==> src/rtl/rot_lat_pkg.sv <==
package rot_lat_pkg;
  localparam int OPC_W   = 4;
  localparam int OPC_NUM = 1 << OPC_W;
  localparam int WIN_MIN = 2;

  typedef enum logic {GEOM_SMALL = 1'b0, GEOM_BIG = 1'b1} geom_e;
  typedef int win_tbl_t [OPC_NUM];

  localparam win_tbl_t WIN_MAX_SMALL = '{7, 7, 7, 7, 7, 5, 8, 6, 7, 7, 0, 0, 7, 7, 7, 7};
  localparam win_tbl_t WIN_MAX_BIG   = '{0, 16, 16, 16, 0, 58, 81, 79, 0, 16, 0, 0, 16, 16, 16, 16};

  function automatic int win_max(geom_e g, logic [OPC_W-1:0] opc);
    return (g == GEOM_BIG) ? WIN_MAX_BIG[opc] : WIN_MAX_SMALL[opc];
  endfunction
endpackage

==> src/rtl/rot_sector_map.sv <==
module rot_sector_map
  import rot_lat_pkg::*;
#(
  parameter int SEC_W  = 6,
  parameter int STRIDE = 57
) (
  input  geom_e            geom_i,
  input  logic [SEC_W:0]   logical_i,
  output logic [SEC_W:0]   phys_o
);
  logic [SEC_W-1:0] idx;
  logic [SEC_W-1:0] prod;
  logic             half;

  always_comb begin
    if (geom_i == GEOM_BIG) begin
      idx  = logical_i[SEC_W:1];
      half = logical_i[0];
    end else begin
      idx  = logical_i[SEC_W-1:0];
      half = 1'b0;
    end
    // product wraps modulo 2**SEC_W by truncation
    prod   = SEC_W'(STRIDE) * idx;
    phys_o = {half, prod};
  end
endmodule

==> src/rtl/rot_delay_calc.sv <==
module rot_delay_calc
  import rot_lat_pkg::*;
#(
  parameter int SEC_W = 6
) (
  input  geom_e                geom_i,
  input  logic [OPC_W-1:0]     opcode_i,
  input  logic [SEC_W:0]       cur_phys_i,
  input  logic [SEC_W:0]       next_phys_i,
  input  logic [SEC_W:0]       opnd_phys_i,
  output logic [SEC_W+1:0]     delay_o
);
  localparam int PHYS_W = SEC_W + 1;
  localparam int CNT_W  = SEC_W + 2;

  logic [PHYS_W-1:0] mask, pc_d, op_d;
  logic [CNT_W-1:0]  pc_x, op_x, nsc_x, wmax_x, wmin_x;
  logic              skip_opnd, hit;

  always_comb begin
    mask   = (geom_i == GEOM_BIG) ? {PHYS_W{1'b1}} : {1'b0, {SEC_W{1'b1}}};
    pc_d   = (next_phys_i - cur_phys_i) & mask;
    op_d   = (opnd_phys_i - cur_phys_i) & mask;
    pc_x   = CNT_W'(pc_d);
    op_x   = CNT_W'(op_d);
    nsc_x  = (geom_i == GEOM_BIG) ? (CNT_W'(1) << PHYS_W) : (CNT_W'(1) << SEC_W);
    wmax_x = CNT_W'(win_max(geom_i, opcode_i));
    wmin_x = CNT_W'(WIN_MIN);
    skip_opnd = (wmax_x == '0);
    if (skip_opnd) hit = (pc_x >= wmin_x);
    else           hit = (op_x >= wmin_x) && (op_x <= wmax_x);
    // short path with zero distance would go negative: take a full turn
    if (hit && (pc_d != '0)) delay_o = pc_x - CNT_W'(1);
    else                     delay_o = pc_x + nsc_x - CNT_W'(1);
  end
endmodule

==> src/rtl/rot_wait_counter.sv <==
module rot_wait_counter #(
  parameter int CNT_W = 8
) (
  input  logic             clk_i,
  input  logic             rst_ni,
  input  logic             load_i,
  input  logic [CNT_W-1:0] delay_i,
  output logic [CNT_W-1:0] remain_o,
  output logic             ready_o
);
  logic [CNT_W-1:0] cnt_q;
  logic             busy_q;

  always_ff @(posedge clk_i or negedge rst_ni) begin
    if (!rst_ni) begin
      cnt_q  <= '0;
      busy_q <= 1'b0;
    end else if (load_i) begin
      cnt_q  <= delay_i;
      busy_q <= 1'b1;
    end else if (busy_q) begin
      if (cnt_q == '0) busy_q <= 1'b0;
      else             cnt_q  <= cnt_q - CNT_W'(1);
    end
  end

  assign remain_o = cnt_q;
  assign ready_o  = ~busy_q;

  p_count_down_r7: assert property (@(posedge clk_i) disable iff (!rst_ni)
    (!ready_o && !load_i && remain_o != '0) |=> (remain_o == $past(remain_o) - CNT_W'(1)) && !ready_o);

  p_expire_r7: assert property (@(posedge clk_i) disable iff (!rst_ni)
    (!ready_o && !load_i && remain_o == '0) |=> ready_o);

  p_load_wins_r8: assert property (@(posedge clk_i) disable iff (!rst_ni)
    load_i |=> !ready_o && (remain_o == $past(delay_i)));

  p_idle_hold_r9: assert property (@(posedge clk_i) disable iff (!rst_ni)
    (ready_o && !load_i) |=> ready_o && $stable(remain_o));
endmodule

==> src/rtl/rot_latency.sv <==
module rot_latency
  import rot_lat_pkg::*;
#(
  parameter int SEC_W  = 6,
  parameter int STRIDE = 57
) (
  input  logic               clk_i,
  input  logic               rst_ni,
  input  logic               load_i,
  input  logic               geom_big_i,
  input  logic [OPC_W-1:0]   opcode_i,
  input  logic [SEC_W:0]     cur_sec_i,
  input  logic [SEC_W:0]     next_sec_i,
  input  logic [SEC_W:0]     opnd_sec_i,
  output logic [SEC_W+1:0]   remain_o,
  output logic               ready_o
);
  localparam int PHYS_W  = SEC_W + 1;
  localparam int CNT_W   = SEC_W + 2;
  localparam int N_PORTS = 3;

  geom_e             geom;
  logic [PHYS_W-1:0] log_sec  [N_PORTS];
  logic [PHYS_W-1:0] phys_sec [N_PORTS];
  logic [CNT_W-1:0]  delay;

  assign geom       = geom_e'(geom_big_i);
  assign log_sec[0] = cur_sec_i;
  assign log_sec[1] = next_sec_i;
  assign log_sec[2] = opnd_sec_i;

  for (genvar g = 0; g < N_PORTS; g++) begin : g_map
    rot_sector_map #(.SEC_W(SEC_W), .STRIDE(STRIDE)) u_map (
      .geom_i    (geom),
      .logical_i (log_sec[g]),
      .phys_o    (phys_sec[g])
    );
  end

  rot_delay_calc #(.SEC_W(SEC_W)) u_calc (
    .geom_i      (geom),
    .opcode_i    (opcode_i),
    .cur_phys_i  (phys_sec[0]),
    .next_phys_i (phys_sec[1]),
    .opnd_phys_i (phys_sec[2]),
    .delay_o     (delay)
  );

  rot_wait_counter #(.CNT_W(CNT_W)) u_cnt (
    .clk_i    (clk_i),
    .rst_ni   (rst_ni),
    .load_i   (load_i),
    .delay_i  (delay),
    .remain_o (remain_o),
    .ready_o  (ready_o)
  );

  // small track: at most one distance below a revolution plus a revolution
  p_small_bound_r3: assert property (@(posedge clk_i) disable iff (!rst_ni)
    (load_i && !geom_big_i) |=> remain_o <= CNT_W'((2 << SEC_W) - 2));

  // small track: bit 6 of each field is ignored
  p_small_top_bit_r1: assert property (@(posedge clk_i) disable iff (!rst_ni)
    !geom_big_i |-> phys_sec[0][SEC_W] == 1'b0 && phys_sec[1][SEC_W] == 1'b0);
endmodule

==> config.mk <==
export PLATFORM = sky130hd
export DESIGN_NAME = rot_latency
export DESIGN_NICKNAME = d
export VERILOG_FILES = /design/src/rtl/rot_lat_pkg.sv /design/src/rtl/rot_sector_map.sv /design/src/rtl/rot_delay_calc.sv /design/src/rtl/rot_wait_counter.sv /design/src/rtl/rot_latency.sv
export SDC_FILE = /design/constraint.sdc
export NUM_CORES = 1
export LEC_CHECK = 0
export BUFFER_PORTS_ARGS = -buffer_cell sky130_fd_sc_hd__buf_4
export CORE_MARGIN = 4
export CORE_UTILIZATION = 25
export DETAILED_ROUTE_END_ITERATION = 8
export SLEW_MARGIN = 20
export SYNTH_ARGS = -nofsm -noshare
export SYNTH_HDL_FRONTEND = slang
export SYNTH_SLANG_ARGS = --single-unit
==> constraint.sdc <==
create_clock -name clk_i -period 4.1 [get_ports clk_i]
set_input_delay 0.205 -clock clk_i [delete_from_list [all_inputs] [get_ports clk_i]]
set_output_delay 0.205 -clock clk_i [all_outputs]
set_load 0.1 [all_outputs]
Word level (Yosys, flattened, before mapping)
Memory sizes are Yosys's and may differ from the RTL's.
Index checks and enable logic that the tools add are counted.
{"block": "word_totals", "latch_bits": 0, "ff_bits": 9, "wordCells": 50, "out_inout_bits": 9, "inputBits": 29, "ramBits": 0, "mem_count": 2, "rom_bits": 1024}
{"block": "classes", "n_div": 0, "n_addsub": 6, "shifts": 0, "n_reduce_logical": 7, "order_cmp": 4, "mux": 21, "bitwise": 4, "eq_ne": 1, "mul": 3}
{"name": "(name not given)", "depth": 16, "word_bits": 32, "read_ports": 1, "rd_clocked_by_memory_dff": 0, "wr": 0, "line_no": "rot_lat_pkg.sv:13", "source": "return (g == GEOM_BIG) ? WIN_MAX_BIG[opc] : WIN_MAX_SMALL[opc];"}
{"name": "(name not given)", "depth": 16, "word_bits": 32, "read_ports": 1, "rd_clocked_by_memory_dff": 0, "wr": 0, "line_no": "rot_lat_pkg.sv:13"}
{"cell": "2-to-1 mux 8 bit", "count": 10}
{"cell": "multiplier 4 x 6 -> 6 bit, first input constant", "count": 3}
{"cell": "2-to-1 mux 6 bit", "count": 3}
{"cell": "zero test 8 bit", "count": 2}
{"cell": "subtractor 8 x 1 -> 8 bit, second input constant", "count": 2}
{"cell": "AND 7 bit", "count": 2}
{"cell": ">= comparator 7 x 2 -> 1 bit, second input constant", "count": 2}
{"cell": "subtractor 7 bit", "count": 2}
{"cell": "adder 7 x 8 -> 8 bit", "count": 1}
{"cell": "<= comparator 7 x 8 -> 1 bit", "count": 1}
{"cell": "subtractor 7 x 1 -> 8 bit, second input constant", "count": 1}
{"cell": "2-to-1 mux 1 bit", "count": 7}
{"cell": "2-to-1 mux 7 bit", "count": 1}
{"cell": "nonzero test 7 bit", "count": 1}
{"cell": ">= comparator 5 bit, second input constant", "count": 1}
{"cell": "inverter 4 -> 5 bit", "count": 1}
{"cell": "logical AND 1 bit", "count": 2}
{"cell": "!= test 2 bit, second input constant", "count": 1}
{"cell": "AND reduction 2 bit", "count": 1}
{"cell": "nonzero test 2 bit", "count": 1}
{"cell": "inverter 1 bit", "count": 1}

Longest topological paths before layout
Gate-level depths: netlist of run 1.
{"block": "logic_depth", "depth_word": 11, "mapped_depth": 22, "ltp_nobuf": 19}

Hierarchy
Synthesis of run 1 repeated with hierarchy kept, for this count alone.
{"block": "unflattened", "cells_unflattened": 325, "hier_area_um2": 2688.8}
{"module": "rot_delay_calc", "area_each_um2": 1591.5, "seq_area_each_um2": 0.0, "cells_per_inst": 214, "instances": 1}
{"module": "rot_wait_counter", "area_each_um2": 564.3, "seq_area_each_um2": 225.2, "cells_per_inst": 63, "instances": 1}
{"module": "rot_sector_map", "area_each_um2": 177.7, "seq_area_each_um2": 0.0, "cells_per_inst": 16, "instances": 3}

Worst setup path after synthesis of run 1
Ideal clock, no wire load.
{"block": "synth_path", "path_kind": "input -> register", "startpoint": "input geom_big_i", "endpoint": "register u_cnt.cnt_q[7] (netlist: u_cnt.remain_o[7])", "path_buffers": 3, "path_slack_ps": -1064, "required_ps": 4016, "setup_ps": 84, "arrival_time_ps": 5081, "stages": 20, "path_cell_list": "buf_2 -> buf_1 -> clkbuf_1 -> mux2i_1 -> fa_1 -> ha_1 -> xnor2_1 -> xnor2_1 -> ha_1 -> a21o_1 -> or3_1 -> and3_4 -> ha_1 -> nand3_1 -> o21bai_1 -> a22o_1 -> o31ai_2 -> and2_4 -> or4_4 -> a41oi_2"}
{"block": "synth_between", "elab_chain_len": 10, "word_cells_on_any_way": 29, "classes_between": "add/sub (5); mul (3); order compare (3); mux (12); bitwise (2); reduce/logical (4)"}
{"item": "from (decl)", "line_no": "rot_latency.sv:10", "source": "input logic geom_big_i,"}
{"item": "parallel branches: the longest is 8 deep, another holds adder 7 x 8 -> 8 bit"}
{"item": "2-to-1 mux 8 bit (*)", "line_no": "rot_delay_calc.sv:33", "source": "if (hit && (pc_d != '0)) delay_o = pc_x - CNT_W'(1);"}
{"item": "2-to-1 mux 8 bit (*)", "line_no": "rot_wait_counter.sv:18", "source": "end else if (load_i) begin"}
{"item": "to (signal assigned)", "line_no": "rot_wait_counter.sv:19", "source": "cnt_q <= delay_i;"}
{"item": "to (signal assigned)", "line_no": "rot_wait_counter.sv:23", "source": "else cnt_q <= cnt_q - CNT_W'(1);"}
{"item": "to (decl)", "line_no": "rot_wait_counter.sv:11", "source": "logic [CNT_W-1:0] cnt_q;"}
Mark *: on every way between the ends.
A chain may end at the register's enable or synchronous reset.

Worst setup path after layout of run 1
Same ends and word-level chain as after synthesis.

==> results of run 1 <==
worst max-delay path: cells and delay by family:
kind / cells / cell delay, ns
AO/OA/AOI/OAI: 4 / 0.45
XOR/XNOR: 2 / 0.28
adder cells (fa/ha/maj): 4 / 1.25
buffers and inverters: 2 / 0.21
multiplexers: 1 / 0.32
AND/OR/NAND/NOR: 6 / 1.31
logic make-up after synthesis:
family	count (synthesis)	synth area share, %
AO/OA/AOI/OAI	56	17.5
XOR/XNOR	35	12.9
adder cells (fa/ha/maj)	50	28.1
buffers and inverters	36	5.82
flip-flops	9	9.44
multiplexers	23	10.1
AND/OR/NAND/NOR	74	16.2
cell type report:
cell class	instances	area, sq um	share of cell area [%]
multi-input cells	238	2110	65.7
well taps	129	161	5.04
clock buffers	4	45.0	1.41
flip-flops and latches	9	225	7.03
repair buffers	71	561	17.5
inverters	28	105	3.28
synthesized netlist by cell type, types with 2 or more instances:
library cell,count
inv_1,28
xnor2_1,23
mux2i_1,15
nor2_1,17
buf_2,2
o211ai_1,3
or3_1,2
mux2_2,8
nand2b_1,4
o21ai_0,6
nand4_1,2
nand3_1,10
nand3b_1,2
dfrtp_1,9
a31oi_1,2
o22ai_1,2
o21a_1,2
o21bai_1,2
ha_1,43
or4_1,2
nor3_1,2
xor2_1,12
fa_1,6
a21o_1,8
nor2b_1,6
a22oi_1,2
clkbuf_1,3
a21oi_1,15
buf_1,2
o21ai_2,2
nand2_1,17
routing by layer:
metal / GRT usage, % / wire length (um) / vias up
met5: 0 / 0 / -
li1: - / - / 1127
met2: 16.8 / 2500 / 29
met4: 1.11 / 12 / 0
met3: 1.16 / 169 / 2
met1: 14.6 / 2840 / 947
worst paths after layout:
path,to,slack [ns],cells after the start
max in group asynchronous,u_cnt.remain_o[4],3.62,2
min reg2reg,u_cnt.remain_o[1],0.59,2
max,u_cnt.remain_o[7],0.21,19
min in group asynchronous,u_cnt.remain_o[3],0.35,2
max reg2reg,u_cnt.remain_o[6],2.06,8
min,u_cnt.remain_o[4],0.29,2
state kept, by name (all words and copies together), names as in the netlist:
register and flops:
u_cnt.busy_q 1, u_cnt.remain_o 8
power groups by stage:
stage          Sequential [mW]  Combinational, mW  Clock, mW
6_report                 0.168               1.76      0.102
5_1_grt                  0.175               1.96      0.111
4_1_cts                  0.168               1.75      0.105
3_5_place_dp             0.169               1.74          0
3_3_place_gp             0.167               1.71          0
2_1_floorplan            0.422               1.03          0
through the flow:
step           util (%)  setup WS, ns  area [sq um]
6_report           34.5         0.213          3200
4_1_cts            34.0        0.0847          3160
3_3_place_gp       33.4        -0.106          3100
2_1_floorplan         -        -0.190          2500
5_1_grt            34.5        0.0171          3200
3_5_place_dp       33.4        -0.163          3100
what timing repair did:
action,4_1_cts,5_1_grt
setup endpoints to repair,0,6
hold endpoints to repair,9,0
hold buffers,1,0
gates resized for setup,0,7
setup buffers,0,2
==> flow_summary_export.csv, run 1 <==
group,metric,value,unit
power,switching_power,1.03,mW
setup_path,startpoint,"geom_big_i",
power,p_per_area,634,nW/um^2
sta,period_share,94.8,%
setup_path,critPathLaunchType,"input port",
placement,port_buffers,37,
setup_path,critPathMostFrequentCell,"xnor2_2",
yosys,synth-seq-area-share,9.44,%
finish,layout.cells.non_filler,479,
yosys,synth_edf_count,0,
route,routed_wl,5530,um
route,vias,2105,
setup_path,cp_max_fo,10,
yosys,synth.avg_cell_area,8.43,sq um
setup_path,r2r_start,"u_cnt.remain_o[3]",
clocking,cts_tree,"done",
finish,final_common_cell,"buf_4",
yosys,yosys_warnings,0,
clocking,cts_buffer_depth,2,
setup_path,cp_slowest_cell,"fa_1",
power,clock_power_share,5.0,%
clocking,clock-sinks,9,
placement,routabilityCongestion,0.822,
yosys,synth-seq-cells,9,
floorplanning,core,9280,sq um
yosys,yosysTopAreaCell,"ha_1",
setup_path,crit_type,"input port to flop",
power,power_leakage,1.53,nW
global_routing,grt_pass1_vias,2140,
finish,fin_nets,429,
sta,fin_tns_setup,0,ns
min_path,hold_path.class,"input port to flop",
clocking,cts_buffers,3,
sta,drv_slew,0,
route,wl_per_cell,11.5,um
sta,worstMarginPinSlew,0.546,ns
floorplanning,io_pins,38,
placement,placedCellCount,472,
sta,worst_hold_slack,0.292,ns
clocking,clk_pin_slew_worst_paths,0.04,ns
outcome,outcome,"completed",
yosys,ys_types,55,
yosys,ys.flop_type,"dfrtp_1",
sta,rsz0062_at_grt,"false",
sta,period_needed,3.89,ns
setup_path,worstPathCellList,"buf_12 > mux2_4 > fa_1 > ha_2 > xnor2_2 > xnor2_2 > ha_1 > inv_1 > a2111oi_2 > or3_1 > and3_4 > ha_4 > nand3_2 > nor2_1 > a22o_1 > o31ai_2 > and2_4 > or4_4 > a41oi_2",
setup_path,setup.worst_path.end_class,"flop",
global_routing,overflow,0,
floorplanning,start_util,25.7,%
setup_path,required,4.25,ns
route,drcViolationCount,0,
power,power,2.03,mW
power,ir_worst_vdd,0.349,mV
yosys,syn_inst,283,
route,via_per_inst,4.39,
sta,final-setup-viol-count,0,
power,power_frac_seq,8.3,%
min_path,min_from,"load_i",
route,dr.pass1.iters,4,
setup_path,cp.arrival,4.04,ns
power,power_frac_comb,86.7,%
finish,fillers,982,
power,netSwitchingFraction,50.8,%
route,antenna_left,0,
clocking,root_buffer,"clkbuf_8",
finish,area_growth,34.3,%
floorplanning,fp.dieH,106,um
yosys,syn_nets,361,
yosys,synth_area_leaders,"ha_1, dfrtp_1, xnor2_1, mux2i_1, fa_1",
finish,diodes,0,
sta,slew_headroom,63.3,%
global_routing,grt_max_degree,19,
floorplanning,dieArea,11200,sq um
sta,clock_skew,0.00223,ns
sta,max_freq,257,MHz
setup_path,cpPeakStageDelay,0.48,ns
global_routing,grt_antenna_before_repair,0,
sta,hold_violations,0,
finish,final_cell_mix,"buf_4, ha_1, inv_1",
floorplanning,row_count,35,
clocking,htreeDepth,1,
route,drt_iter0_markers,29,
floorplanning,die_x,106,um
placement,dpl.hpwl,4840,um
job,maxCapViolations,0,
yosys,syn_area,2380,sq um
clocking,clk_latency,0.23,ns
yosys,synth-async-reset-ratio,100,%
power,p_int,0.998,mW
finish,drive_above_1_share,31.1,%
yosys,synth_top_cell_area_share,22.6,%
global_routing,grtUsageTotal,10.1,%
global_routing,grt_pass1_wl,9800,um
Note: power is estimated with default switching activity, not from simulation.
==> run 2: changes to the inputs <==
--- a/config.mk
+++ b/config.mk
@@ -6,7 +6,6 @@
 export NUM_CORES = 1
 export LEC_CHECK = 0
 export BUFFER_PORTS_ARGS = -buffer_cell sky130_fd_sc_hd__buf_4
-export CORE_MARGIN = 4
 export CORE_UTILIZATION = 25
 export DETAILED_ROUTE_END_ITERATION = 8
 export SLEW_MARGIN = 20
==> constraint.sdc (replaced) <==
create_clock -name clk_i -period 3.3 [get_ports clk_i]
set_input_delay 0.165 -clock clk_i [delete_from_list [all_inputs] [get_ports clk_i]]
set_output_delay 0.165 -clock clk_i [all_outputs]
set_load 0.1 [all_outputs]
==> run 2 against run 1 <==
Against the previous run: the flow now finishes with violations (setup timing); core utilization grew 3.9 points; clock-buffer cell count is the same; clock skew is 0.0016 ns lower; cell count rose by 6.9%; combinational power grew 48%; clock power rose by 27%; largest cell class unchanged.
==> flow_summary_export.csv, run 2 (synthesis results as in run 1) <==
group,metric,value,unit
global_routing,grt_max_degree,19,
floorplanning,io_pins,38,
finish,fillers,929,
finish,area_growth,48.8,%
setup_path,cp.arrival,4.00,ns
sta,hold_violations,0,
finish,layout.cells.non_filler,512,
sta,worst_hold_slack,0.255,ns
setup_path,r2r-end,"u_cnt.remain_o[3]",
setup_path,critPathLaunchType,"input port",
setup_path,cpPeakStageDelay,0.47,ns
sta,final-setup-viol-count,6,
placement,dpl.hpwl,4810,um
clocking,clk_pin_slew_worst_paths,0.04,ns
setup_path,required,3.45,ns
finish,top_register,"u_cnt.remain_o",
global_routing,grt_pass1_wl,9700,um
outcome,outcome,"finished, violations left",
floorplanning,start_util,25.8,%
global_routing,grt_pass1_vias,2219,
finish,multi_input_area,2190,sq um
setup_path,critPathTopFamily,"adder cells",
sta,drv_slew,0,
sta,period_needed,3.85,ns
route,drcViolationCount,0,
floorplanning,die_x,99.7,um
route,routed_wl,5720,um
finish,reg_top3,"u_cnt.remain_o (8), u_cnt.busy_q (1)",
floorplanning,dieArea,9930,sq um
min_path,min_to,"u_cnt.remain_o[5]",
sta,period_share,117,%
clocking,clk_latency,0.23,ns
min_path,hold_path.class,"input port to flop",
clocking,cts_tree,"done",
clocking,clock-sinks,9,
floorplanning,row_count,35,
route,via_per_inst,4.40,
power,p_per_area,828,nW/um^2
min_path,min_path_cells,2,
power,ir_worst_vdd,0.459,mV
setup_path,critPathMostFrequentCell,"xnor2_2",
placement,routabilityCongestion,0.783,
finish,drive_above_1_share,39.4,%
setup_path,cp_slowest_cell,"or4_4",
setup_path,cp_max_fo,5,
setup_path,r2r_start,"u_cnt.remain_o[3]",
finish,final_cell_mix,"buf_4, ha_1, inv_1",
setup_path,r2r_setup_slack,1.25,ns
route,drt_iter0_markers,33,
finish,largest_reg_flops,8,
finish,register_area,225,sq um
placement,place_ws,-0.900,ns
route,dr.pass1.iters,4,
sta,max_freq,260,MHz
sta,rsz0062_at_grt,"true",
sta,slew_headroom,65.4,%
job,maxCapViolations,0,
clocking,cts_buffer_depth,2,
clocking,root_buffer,"clkbuf_8",
route,antenna_left,0,
floorplanning,core,9240,sq um
placement,port_buffers,37,
clocking,htreeDepth,1,
finish,diodes,0,
power,power_leakage,1.71,nW
route,wl_per_cell,11.2,um
min_path,min_from,"load_i",
setup_path,path_buf_inv,2,
sta,worstMarginPinSlew,0.515,ns
outcome,violations,"setup timing",
setup_path,worstPathCellList,"buf_12 > mux2_4 > fa_1 > ha_2 > xnor2_2 > xnor2_2 > ha_1 > inv_1 > a2111oi_2 > or3_1 > and3_4 > ha_4 > nand3_4 > o21bai_4 > a22o_1 > o31ai_4 > and2_4 > or4_4 > a41oi_2",
route,vias,2255,
finish,fin_nets,462,
setup_path,setup.worst_path.end_class,"flop",
setup_path,crit_type,"input port to flop",
setup_path,rr_worst_depth,7,
global_routing,grtUsageTotal,11.6,%
finish,final_common_cell,"buf_4",
placement,placedCellCount,502,
sta,clock_skew,0.000618,ns
clocking,cts_buffers,3,
global_routing,grt_antenna_before_repair,0,
sta,post-route-worst-setup-slack,-0.546,ns
global_routing,overflow,0,
floorplanning,fp.dieH,99.7,um
-- run 2: changes by cell type in the layout (fill, tap and decap cells not counted), sizes merged --
| cell | change |
|---|---|
| buf | +33 |
-- run 2: what timing repair did --
| action | CTS | global route |
|---|---|---|
| resized for setup | 5 | 19 |
| cloned | 1 | 0 |
| hold buffers | 1 | 0 |
| buffers inserted | 0 | 4 |
| endpoints found under the hold margin | 9 | 0 |
| pin swaps | 8 | 14 |
| endpoints found under the setup margin | 6 | 6 |
-- run 2: how the worst max path moves through the flow --
stage	startpoint	end	slack (ns)	depth (start not counted)
final	geom_big_i	u_cnt.remain_o[7]	-0.55	19
after global routing	geom_big_i	u_cnt.remain_o[7]	-0.68	19
after CTS	geom_big_i	u_cnt.remain_o[7]	-0.52	19
after detailed placement	geom_big_i	u_cnt.remain_o[7]	-0.90	19
after global placement	geom_big_i	u_cnt.remain_o[7]	-0.82	16
after floorplan	geom_big_i	u_cnt.remain_o[7]	-0.95	21
-- run 2: per-stage QoR --
stage / util (%) / power [mW] / cell area, sq um / TNS, ns
after floorplan: - / 1.80 / 2500 / -4.83
after CTS: 36.9 / 2.69 / 3410 / -2.68
after global routing: 38.4 / 3.18 / 3550 / -3.45
after detailed placement: 35.9 / 2.54 / 3310 / -4.87
after global placement: 35.9 / 2.50 / 3310 / -4.39
final: 38.4 / 2.94 / 3550 / -2.69
-- run 2: power by group --
| part | internal [mW] | leakage [nW] | switching, mW |
|---|---|---|---|
| sequential | 0.159 | 0.101 | 0.0500 |
| clock | 0.0843 | 0.0228 | 0.0454 |
| combinational | 1.26 | 1.58 | 1.34 |
| total | 1.50 | 1.71 | 1.43 |
-- run 2: layout make-up --
cell class,count,area share (%)
inverters,28,2.96
well taps,129,4.55
flip-flops and latches,9,6.35
clock buffers,4,1.27
multi-input cells,238,61.7
repair buffers,104,23.2
-- run 2: worst register-to-register path, delay by kind of cell (launching register included) --
family	cells	cell delay, ns
AO/OA/AOI/OAI	1	0.24
XOR/XNOR	1	0.14
flip-flops	1	0.43
AND/OR/NAND/NOR	5	1.15
-- run 2: routing by layer --
metal / wire [um] / GRT usage (%) / up-vias
met5: 0 / 0 / -
met4: 34 / 2.60 / 0
met3: 103 / 0.562 / 5
met2: 2700 / 19.3 / 35
met1: 2880 / 16.4 / 1015
li1: - / - / 1200
